`config.mk`:
```
export PLATFORM = sky130hd
export DESIGN_NAME = isa_fmt_decoder
export DESIGN_NICKNAME = d
export VERILOG_FILES = /design/src/rtl/isa_dec_pkg.sv /design/src/rtl/isa_mem_probe.sv /design/src/rtl/isa_op_legal.sv /design/src/rtl/isa_fmt_decoder.sv
export SDC_FILE = /design/constraint.sdc
export NUM_CORES = 1
export LEC_CHECK = 0
export ABC_CLOCK_PERIOD_IN_PS = 2100
export CAP_MARGIN = 5
export CORE_AREA = 2 2 62 64
export CTS_CLUSTER_SIZE = 20
export DETAILED_ROUTE_END_ITERATION = 16
export DIE_AREA = 0 0 64 66
export DONT_BUFFER_PORTS = 1
export PLACE_DENSITY = 0.66
export SKIP_LAST_GASP = 1
export SLEW_MARGIN = 40
export SYNTH_ARGS = -nofsm -noshare
export SYNTH_HDL_FRONTEND = slang
export SYNTH_SLANG_ARGS = --single-unit
```
`constraint.sdc`:
```
create_clock -name clk -period 2.1 [get_ports clk]
set_clock_uncertainty 0.15 [all_clocks]
set_input_delay 0.315 -clock clk [delete_from_list [all_inputs] [get_ports clk]]
set_output_delay 0.315 -clock clk [all_outputs]
set_load 0.05 [all_outputs]
```
`src/rtl/isa_dec_pkg.sv`:
```
package isa_dec_pkg;
    localparam int WORD_W  = 16;
    localparam int NIB_W   = 4;
    localparam int FIELD_W = 4;
    localparam int MODE_W  = 2;
    localparam int OPC_W   = 5;
    localparam int BYTE_W  = 8;
    localparam int CLASS_W = 3;

    localparam int RC_BASE        = 6;
    localparam int BR_NIB         = 4;
    localparam int DBN_NIB        = 5;
    localparam int TWO_LAST       = 11;
    localparam int ONE_LAST       = 17;
    localparam int ZERO_EXT_FIRST = 2;
    localparam int ZERO_LAST      = 12;

    typedef enum logic [CLASS_W-1:0] {
        CL_REGCONST = 3'd0,
        CL_TWO      = 3'd1,
        CL_ONE      = 3'd2,
        CL_ZERO     = 3'd3,
        CL_BRANCH   = 3'd4,
        CL_DECBR    = 3'd5
    } dec_class_e;

    typedef struct packed {
        logic               valid;
        dec_class_e         cls;
        logic [OPC_W-1:0]   opc;
        logic [FIELD_W-1:0] dst;
        logic               dst_mem;
        logic [FIELD_W-1:0] src;
        logic               src_mem;
        logic [BYTE_W-1:0]  imm;
        logic [BYTE_W-1:0]  off;
        logic               ext;
        logic               illegal;
    } dec_word_t;
endpackage

```
`src/rtl/isa_mem_probe.sv`:
```
module isa_mem_probe
    import isa_dec_pkg::*;
(
    input  logic               is_mem,
    input  logic [FIELD_W-1:0] field,
    output logic               special
);
    // Mode bits at the bottom of the operand field; all ones marks a special case.
    always_comb begin
        special = is_mem && (field[MODE_W-1:0] == {MODE_W{1'b1}});
    end
endmodule

```
`src/rtl/isa_op_legal.sv`:
```
module isa_op_legal
    import isa_dec_pkg::*;
(
    input  dec_class_e       cls,
    input  logic [OPC_W-1:0] opc,
    output logic             legal,
    output logic             op_ext
);
    always_comb begin
        legal  = 1'b1;
        op_ext = 1'b0;
        case (cls)
            CL_TWO:  legal = (opc != '0) && (opc <= OPC_W'(TWO_LAST));
            CL_ONE:  legal = (opc != '0) && (opc <= OPC_W'(ONE_LAST));
            CL_ZERO: begin
                legal  = (opc <= OPC_W'(ZERO_LAST));
                op_ext = (opc >= OPC_W'(ZERO_EXT_FIRST)) && (opc <= OPC_W'(ZERO_LAST));
            end
            default: ;
        endcase
    end
endmodule

```
`src/rtl/isa_fmt_decoder.sv`:
```
module isa_fmt_decoder
    import isa_dec_pkg::*;
(
    input  logic               clk,
    input  logic               rst_n,
    input  logic               instr_valid,
    input  logic [WORD_W-1:0]  instr,
    output logic               dec_valid,
    output logic [CLASS_W-1:0] dec_class,
    output logic [OPC_W-1:0]   dec_opcode,
    output logic [FIELD_W-1:0] dec_dst,
    output logic               dec_dst_mem,
    output logic [FIELD_W-1:0] dec_src,
    output logic               dec_src_mem,
    output logic [BYTE_W-1:0]  dec_imm8,
    output logic [BYTE_W-1:0]  dec_offset,
    output logic               dec_need_ext,
    output logic               dec_illegal
);
    localparam int NUM_OPERANDS = 2;

    dec_word_t raw_d;
    dec_word_t dec_d;
    dec_word_t dec_q;

    logic [NIB_W-1:0]  top_nib;
    logic [NIB_W-1:0]  mid_nib;
    logic [NIB_W-1:0]  low_nib;
    logic [FIELD_W-1:0] hi_field;
    logic              bit_s;
    logic              bit_d;

    assign top_nib  = instr[WORD_W-1 -: NIB_W];
    assign hi_field = instr[WORD_W-NIB_W-1 -: FIELD_W];
    assign mid_nib  = instr[2*NIB_W-1 -: NIB_W];
    assign low_nib  = instr[NIB_W-1:0];
    assign bit_s    = instr[WORD_W-3];
    assign bit_d    = instr[WORD_W-4];

    // Class sort and field extraction
    always_comb begin
        raw_d       = '0;
        raw_d.valid = instr_valid;
        if (instr_valid) begin
            if (top_nib >= NIB_W'(RC_BASE)) begin
                raw_d.cls = CL_REGCONST;
                raw_d.opc = OPC_W'(top_nib - NIB_W'(RC_BASE));
                raw_d.dst = hi_field;
                raw_d.imm = instr[BYTE_W-1:0];
            end else if (top_nib == NIB_W'(BR_NIB)) begin
                raw_d.cls = CL_BRANCH;
                raw_d.opc = {1'b0, hi_field};
                raw_d.off = instr[BYTE_W-1:0];
            end else if (top_nib == NIB_W'(DBN_NIB)) begin
                raw_d.cls = CL_DECBR;
                raw_d.dst = hi_field;
                raw_d.off = instr[BYTE_W-1:0];
            end else if (mid_nib != '0) begin
                raw_d.cls     = CL_TWO;
                raw_d.opc     = {1'b0, mid_nib};
                raw_d.dst     = hi_field;
                raw_d.dst_mem = bit_d;
                raw_d.src     = low_nib;
                raw_d.src_mem = bit_s;
            end else if (!bit_s && (low_nib == '0)) begin
                raw_d.cls = CL_ZERO;
                raw_d.opc = {bit_d, hi_field};
            end else begin
                raw_d.cls     = CL_ONE;
                raw_d.opc     = {bit_s, low_nib};
                raw_d.dst     = hi_field;
                raw_d.dst_mem = bit_d;
            end
        end
    end

    logic [NUM_OPERANDS-1:0]  op_is_mem;
    logic [FIELD_W-1:0]       op_field [NUM_OPERANDS];
    logic [NUM_OPERANDS-1:0]  op_special;
    logic                     opc_legal;
    logic                     opc_ext;

    assign op_is_mem[0] = raw_d.dst_mem;
    assign op_field[0]  = raw_d.dst;
    assign op_is_mem[1] = raw_d.src_mem;
    assign op_field[1]  = raw_d.src;

    for (genvar g = 0; g < NUM_OPERANDS; g++) begin : g_probe
        isa_mem_probe u_probe (
            .is_mem  (op_is_mem[g]),
            .field   (op_field[g]),
            .special (op_special[g])
        );
    end

    isa_op_legal u_legal (
        .cls    (raw_d.cls),
        .opc    (raw_d.opc),
        .legal  (opc_legal),
        .op_ext (opc_ext)
    );

    always_comb begin
        dec_d         = raw_d;
        dec_d.illegal = raw_d.valid && !opc_legal;
        dec_d.ext     = raw_d.valid && opc_legal && ((|op_special) || opc_ext);
    end

    always_ff @(posedge clk) begin
        if (!rst_n) dec_q <= '0;
        else        dec_q <= dec_d;
    end

    assign dec_valid    = dec_q.valid;
    assign dec_class    = dec_q.cls;
    assign dec_opcode   = dec_q.opc;
    assign dec_dst      = dec_q.dst;
    assign dec_dst_mem  = dec_q.dst_mem;
    assign dec_src      = dec_q.src;
    assign dec_src_mem  = dec_q.src_mem;
    assign dec_imm8     = dec_q.imm;
    assign dec_offset   = dec_q.off;
    assign dec_need_ext = dec_q.ext;
    assign dec_illegal  = dec_q.illegal;

    // Checks on the registered result
    p_valid_follows_r2: assert property (@(posedge clk) disable iff (!rst_n)
        instr_valid |=> dec_valid);
    p_bubble_clear_r2: assert property (@(posedge clk) disable iff (!rst_n)
        !instr_valid |=> (!dec_valid && dec_class == '0 && dec_opcode == '0 && !dec_need_ext));
    p_imm_only_regconst_r3: assert property (@(posedge clk) disable iff (!rst_n)
        (dec_imm8 != '0) |-> (dec_class == CL_REGCONST));
    p_offset_only_branch_r4: assert property (@(posedge clk) disable iff (!rst_n)
        (dec_offset != '0) |-> (dec_class == CL_BRANCH || dec_class == CL_DECBR));
    p_src_mem_two_r6: assert property (@(posedge clk) disable iff (!rst_n)
        dec_src_mem |-> (dec_class == CL_TWO));
    p_zero_range_r8: assert property (@(posedge clk) disable iff (!rst_n)
        (dec_valid && dec_class == CL_ZERO && !dec_illegal) |-> (dec_opcode <= OPC_W'(ZERO_LAST)));
    p_ext_legal_r11: assert property (@(posedge clk) disable iff (!rst_n)
        dec_need_ext |-> (dec_valid && !dec_illegal));
endmodule

```
### Word level (Yosys, flattened, before mapping)

Index checks and enable logic that the tools add are counted.

* add/sub/neg operators: 1
* order comparisons: 5
* equality and inequality tests: 7
* mux-type cells: 19
* bitwise operators: 3
* reduce and logical (&&, ||, !) cells: 20

Operators by type and width (count)
* $mux 8: 5
* $mux 34: 1
* $mux 6: 3
* $mux 5: 3
* $mux 13: 1
* $mux 12: 1
* $le 5x4->1 const B: 2
* $mux 10: 1
* $logic_and 1x1->1: 9
* $eq 4x3->1 const B: 2
* $eq 3x2->1 const B: 2
* $reduce_or 6->1: 1
* $ge 5x2->1 const B: 1
* $le 5x5->1 const B: 1
* $reduce_bool 5->1: 1
* $sub 4x3->5 const B: 1
* $eq 2x2->1 const B: 2
* $ge 4x3->1 const B: 1
* $logic_not 4->1: 1
* $mux 4: 1
* $reduce_bool 4->1: 1
* $eq 3x1->1 const B: 1
* $mux 3: 1
* $not 1->1: 3
* 8 further kinds: 9

* register bits: 37
* input port bits: 19
* output and inout bits: 37

### Logic depth before layout (Yosys ltp)

* depth in word-level cells: 13
* mapped depth: 10
* mapped depth without buffers: 10

### Hierarchy

From an unflattened synthesis, not the netlist that was laid out.

* cells, all modules: 176
* area total of the unflattened synthesis: 1634.1 um^2

By module, submodules not included
* isa_fmt_decoder: times used 1, cells an instance 161, area each 1507.7 um^2, seq. area each 740.7 um^2
* isa_op_legal: times used 1, cells an instance 13, area each 113.9 um^2, seq. area each 0.0 um^2
* isa_mem_probe: times used 2, cells an instance 1, area each 6.3 um^2, seq. area each 0.0 um^2

### Least setup slack after synthesis

OpenSTA, ideal clock, no wires.

* kind: input -> register
* start: in instr[15]
* end: reg dec_q, in the netlist dec_illegal
* arrival time: 1.829 ns
* path slack: 0.005 ns
* stages: 8
* path buffers: 1
* cell sequence: or3b_1 buf_6 and4_4 o21ai_4 a31oi_4 o32ai_2 a21oi_1 and3_1

* word-level cells in the longest chain between the ends: 10
* elaborated cells between the ends (all ways): 21

RTL lines
* start: declaration: line isa_fmt_decoder.sv:7 `input logic [WORD_W-1:0] instr,`
* $eq 4x3->1: line isa_fmt_decoder.sv:54 `end else if (top_nib == NIB_W'(DBN_NIB)) begin`
* $mux 5: line isa_fmt_decoder.sv:54
* $mux 8: line isa_fmt_decoder.sv:50 `end else if (top_nib == NIB_W'(BR_NIB)) begin`
* $mux 12 *: line isa_fmt_decoder.sv:45 `if (top_nib >= NIB_W'(RC_BASE)) begin`
* $mux 34 *: line isa_fmt_decoder.sv:44 `if (instr_valid) begin`
* $le 5x5->1, or another cell as far along: line isa_op_legal.sv:14 `CL_ONE: legal = (opc != '0) && (opc <= OPC_W'(ONE_LAST));`
* $logic_and 1x1->1 (on tied branches): line isa_op_legal.sv:14, isa_op_legal.sv:13
* $pmux 1 s3 *: line isa_op_legal.sv:12 `case (cls)`
* $logic_not 1->1 *: line isa_fmt_decoder.sv:105 `dec_d.illegal = raw_d.valid && !opc_legal;`
* $logic_and 1x1->1 *: line isa_fmt_decoder.sv:105
* end signal: assignment: line isa_fmt_decoder.sv:110 `if (!rst_n) dec_q <= '0;`
* end signal: assignment: line isa_fmt_decoder.sv:111 `else dec_q <= dec_d;`
* end: declaration: line isa_fmt_decoder.sv:24 `dec_word_t dec_q;`

Mark *: on every way between the ends. The rest lies on a longest branch, timed or not.
A chain may end at the register's enable or synchronous reset.

### Worst setup path after layout

* start: in instr[3]
* end: reg dec_q, in the netlist dec_illegal

* word-level cells in the longest chain between the ends: 13
* elaborated cells between the ends (all ways): 21

RTL lines
* $logic_not 4->1: line isa_fmt_decoder.sv:65 `end else if (!bit_s && (low_nib == '0)) begin`
* $logic_and 1x1->1: line isa_fmt_decoder.sv:65
* $mux 6 *: line isa_fmt_decoder.sv:65
* $mux 13 *: line isa_fmt_decoder.sv:58 `end else if (mid_nib != '0) begin`
* $mux 5: line isa_fmt_decoder.sv:54
* $mux 8 *: line isa_fmt_decoder.sv:50
* $mux 12 *: line isa_fmt_decoder.sv:45
* $mux 34 *: line isa_fmt_decoder.sv:44
* $le 5x5->1, or another cell as far along: line isa_op_legal.sv:14
* $logic_and 1x1->1 (on tied branches): line isa_op_legal.sv:14, isa_op_legal.sv:13
* $pmux 1 s3 *: line isa_op_legal.sv:12
* $logic_not 1->1 *: line isa_fmt_decoder.sv:105
* $logic_and 1x1->1 *: line isa_fmt_decoder.sv:105

Marked as above.

==> results_tabular.tex <==
\begin{tabular}{lr}
\hline
Metric & Value \\
\hline
\multicolumn{2}{l}{\textbf{Run status}} \\
\quad Result of the run & completed \\
\multicolumn{2}{l}{\textbf{Finish}} \\
\quad Post-route cell area & 1880 sq um \\
\quad Area added between synthesis and finish & 26.4\% \\
\quad Fraction of final layout cells with drive strength greater than 1 & 20.1\% \\
\quad Nets@finish & 199 \\
\quad Antenna diode instance count & 0 \\
\quad Final core utilization & 53.0\% \\
\quad Non-Filler Instances & 227 \\
\multicolumn{2}{l}{\textbf{Setup path}} \\
\quad Crit end category & flip-flop \\
\quad Launching element type of the critical path & primary input \\
\quad Startpoint-to-endpoint class of the critical path & in2reg \\
\quad Cell family with the largest share of critical-path delay & simple AND/OR/NAND/NOR gates \\
\quad Worst-path cell with the longest stage delay & nor4\_1 \\
\quad Worst stage delay on the critical path & 0.45 ns \\
\quad Data arrival at the endpoint of the critical path & 2.01 ns \\
\quad Sequence of cells on the critical path & nor4\_1, and4\_4, nand2\_2, a41oi\_4, o221ai\_1, a21oi\_1, and3\_1 \\
\quad WP buf/inv & 0 \\
\quad CP required & 2.23 ns \\
\quad Critical-path maximum fanout & 6 \\
\multicolumn{2}{l}{\textbf{Run}} \\
\quad Max capacitance violation total & 0 \\
\multicolumn{2}{l}{\textbf{Logic synthesis}} \\
\quad Ys flop type & dfxtp\_1 \\
\quad Unique cell type count in the Yosys netlist & 42 \\
\quad Number of flops mapped to enable cells by yosys & 0 \\
\quad Post-synthesis net count & 166 \\
\quad Post-synthesis sequential element count & 37 \\
\quad Number of instances in the synthesized netlist & 145 \\
\quad Synth async-reset ratio & 0\% \\
\quad Post-synthesis sequential area ratio & 49.8\% \\
\quad Cell area after technology mapping & 1490 sq um \\
\quad Average cell area after synthesis & 10.3 sq um \\
\quad Warning count from the yosys run & 0 \\
\multicolumn{2}{l}{\textbf{Power}} \\
\quad Portion of total power attributed to combinational logic & 9.7\% \\
\quad Max IR drop VDD & 0.216 mV \\
\quad Reg power frac & 56.4\% \\
\quad Clock network fraction of design power & 33.9\% \\
\quad Switching power & 361 uW \\
\quad Reported leakage power & 0.735 nW \\
\quad Switching share of total power & 25.7\% \\
\quad Power Density & 749 nW/um\^{}2 \\
\quad Post-route total power & 1.41 mW \\
\quad Cell internal power dissipation & 1.05 mW \\
\multicolumn{2}{l}{\textbf{Floorplan}} \\
\quad Effective utilization at floorplan & 41.9\% \\
\quad Die Area & 4220 sq um \\
\quad Number of cell rows & 22 \\
\quad Std-Cell Core Area & 3550 sq um \\
\quad Number of top-level pins & 56 \\
\quad Die extent in x & 64 um \\
\quad Vertical extent of the die & 66 um \\
\multicolumn{2}{l}{\textbf{GRT}} \\
\quad Number of antenna violations at the first check in global routing & 0 \\
\quad GRT Total Usage & 18.3\% \\
\quad Vias in the first global route & 1197 \\
\quad Maximum number of pins on one net before global-route repair & 13 \\
\quad Total global routing overflow & 0 \\
\quad Wire length of the first global-routing pass & 5790 um \\
\multicolumn{2}{l}{\textbf{STA}} \\
\quad Final period utilization & 89.6\% \\
\quad Worst hold-check slack & 0.0323 ns \\
\quad Max Transition Viols Final & 0 \\
\quad Hold violation count in the final report & 0 \\
\quad Achievable Freq & 531 MHz \\
\quad Number of endpoints failing setup at the final stage & 0 \\
\quad Fin crit period & 1.88 ns \\
\quad Unrepaired setup endpoints after global routing & no \\
\quad Worst-margin pin slew & 0.492 ns \\
\quad Post-Route Setup TNS & 0 ns \\
\quad Setup ws final & 0.217 ns \\
\quad Rel. slew slack & 67.2\% \\
\multicolumn{2}{l}{\textbf{Route}} \\
\quad Via Count & 1210 \\
\quad Final wirelength & 3540 um \\
\quad Number of design rule violations left after detail routing & 0 \\
\quad Number of nets with antenna violations after routing & 0 \\
\quad DRT Pass-1 Iters & 4 \\
\quad Vias per cell & 5.33 \\
\quad WL/cell & 15.6 um \\
\quad Starting DRC count in detailed routing & 47 \\
\multicolumn{2}{l}{\textbf{Clock network}} \\
\quad Count of clock tree sinks & 37 \\
\quad TritonCTS Buffers & 5 \\
\quad Clock slew at the register clock pins of the worst setup and hold paths & 0.10 ns \\
\quad Deepest clock path buffer count & 2 \\
\quad Root buffer cell & clkbuf\_4 \\
\quad Cells resized by post-CTS repair & 0 \\
\quad Clock tree from TritonCTS & built \\
\quad Clock H-tree levels & 2 \\
\multicolumn{2}{l}{\textbf{Place}} \\
\quad Total placed instance area & 1660 sq um \\
\quad Post-detailed-placement half-perimeter wirelength & 2600 um \\
\quad Number of I/O port buffers & 0 \\
\quad Weighted congestion reported at the end of routability-driven placement & 0.942 \\
\quad Worst setup slack before clock tree synthesis & -0.102 ns \\
\quad Post-Place Cells & 205 \\
\multicolumn{2}{l}{\textbf{Worst hold path}} \\
\quad Tightest Hold Check Type & in2reg \\
\hline
\end{tabular}
[path summary, 6_finish.rpt]
path	start	to	slack, ns	depth (start not counted)
setup / recovery	instr[3]	dec_illegal	0.22	7
hold / removal	instr[9]	dec_dst[1]	0.03	1
[synthesized netlist by cell type (2+ instances only)]
cell      number  share of area, %
nor3_1         5               1.7
a21oi_1        2              0.67
nand2_1        9               2.3
inv_1          4               1.0
nor4b_1        4               2.4
o21ai_0        5               1.7
ha_1           2               1.7
clkbuf_1       3              0.76
nand4_1        2              0.84
nand3b_1       2               1.0
nor2_1         4               1.0
inv_2          2              0.50
and2_1        25                11
o21ai_1        5               1.7
o211ai_1       2               1.0
and3_1         5               2.1
o2111a_1       2               1.5
a31oi_1        2              0.84
dfxtp_1       37                50
[area by class of cell]
cell class / count / area [sq um]
clock inverters: 2 / 38.8
inverters: 6 / 22.5
multi-input cells: 97 / 697
fillers: 317 / 1670
repair buffers: 31 / 280
well taps: 48 / 60.1
clock buffers: 6 / 41.3
flip-flops and latches: 37 / 741
[metal layers]
metal	track usage (%)	up-vias	share of wire, %
li1	-	589	-
met1	21.8	583	43
met2	31.3	36	51
met3	4.77	2	4.9
met4	7.34	0	0.87
met5	0	-	0
[cells in the final DEF, fill, tap and decap left out, types with 5 or more instances in the layout]
master	netlist	final
clkbuf_4	0	5
dlygate4sd3_1	0	14
and2_1	25	25
nor3_1	5	5
o21ai_1	5	5
and3_1	5	5
o21ai_0	5	5
dfxtp_1	37	37
nand2_1	9	9
buf_4	0	16
[flip-flops by register name (all words and copies together), names as in the netlist, 3 cells and up]
name and flops:
dec_imm8 8, dec_opcode 5, dec_dst 4, dec_class 3
dec_offset 8, dec_src 4
[logic make-up after synthesis]
family,share of synthesized area (%)
simple gates,27.2
compound gates,17.9
buf+inv,3.36
flops,49.8
fa+ha+maj,1.68
[power groups by stage]
stage               logic, mW  registers [mW]  clock network, mW
finish                  0.137           0.794              0.477
global route            0.151           0.796              0.516
CTS                     0.137           0.795              0.489
detailed placement      0.112           0.811                  0
global placement        0.110           0.811                  0
floorplan              0.0815           0.809                  0
[timing repair]
action                    in CTS  in global routing
hold buffers                  14                  0
setup buffers                  0                  0
hold endpoints to repair      30                  0
Power figures use the tool's default switching activity.
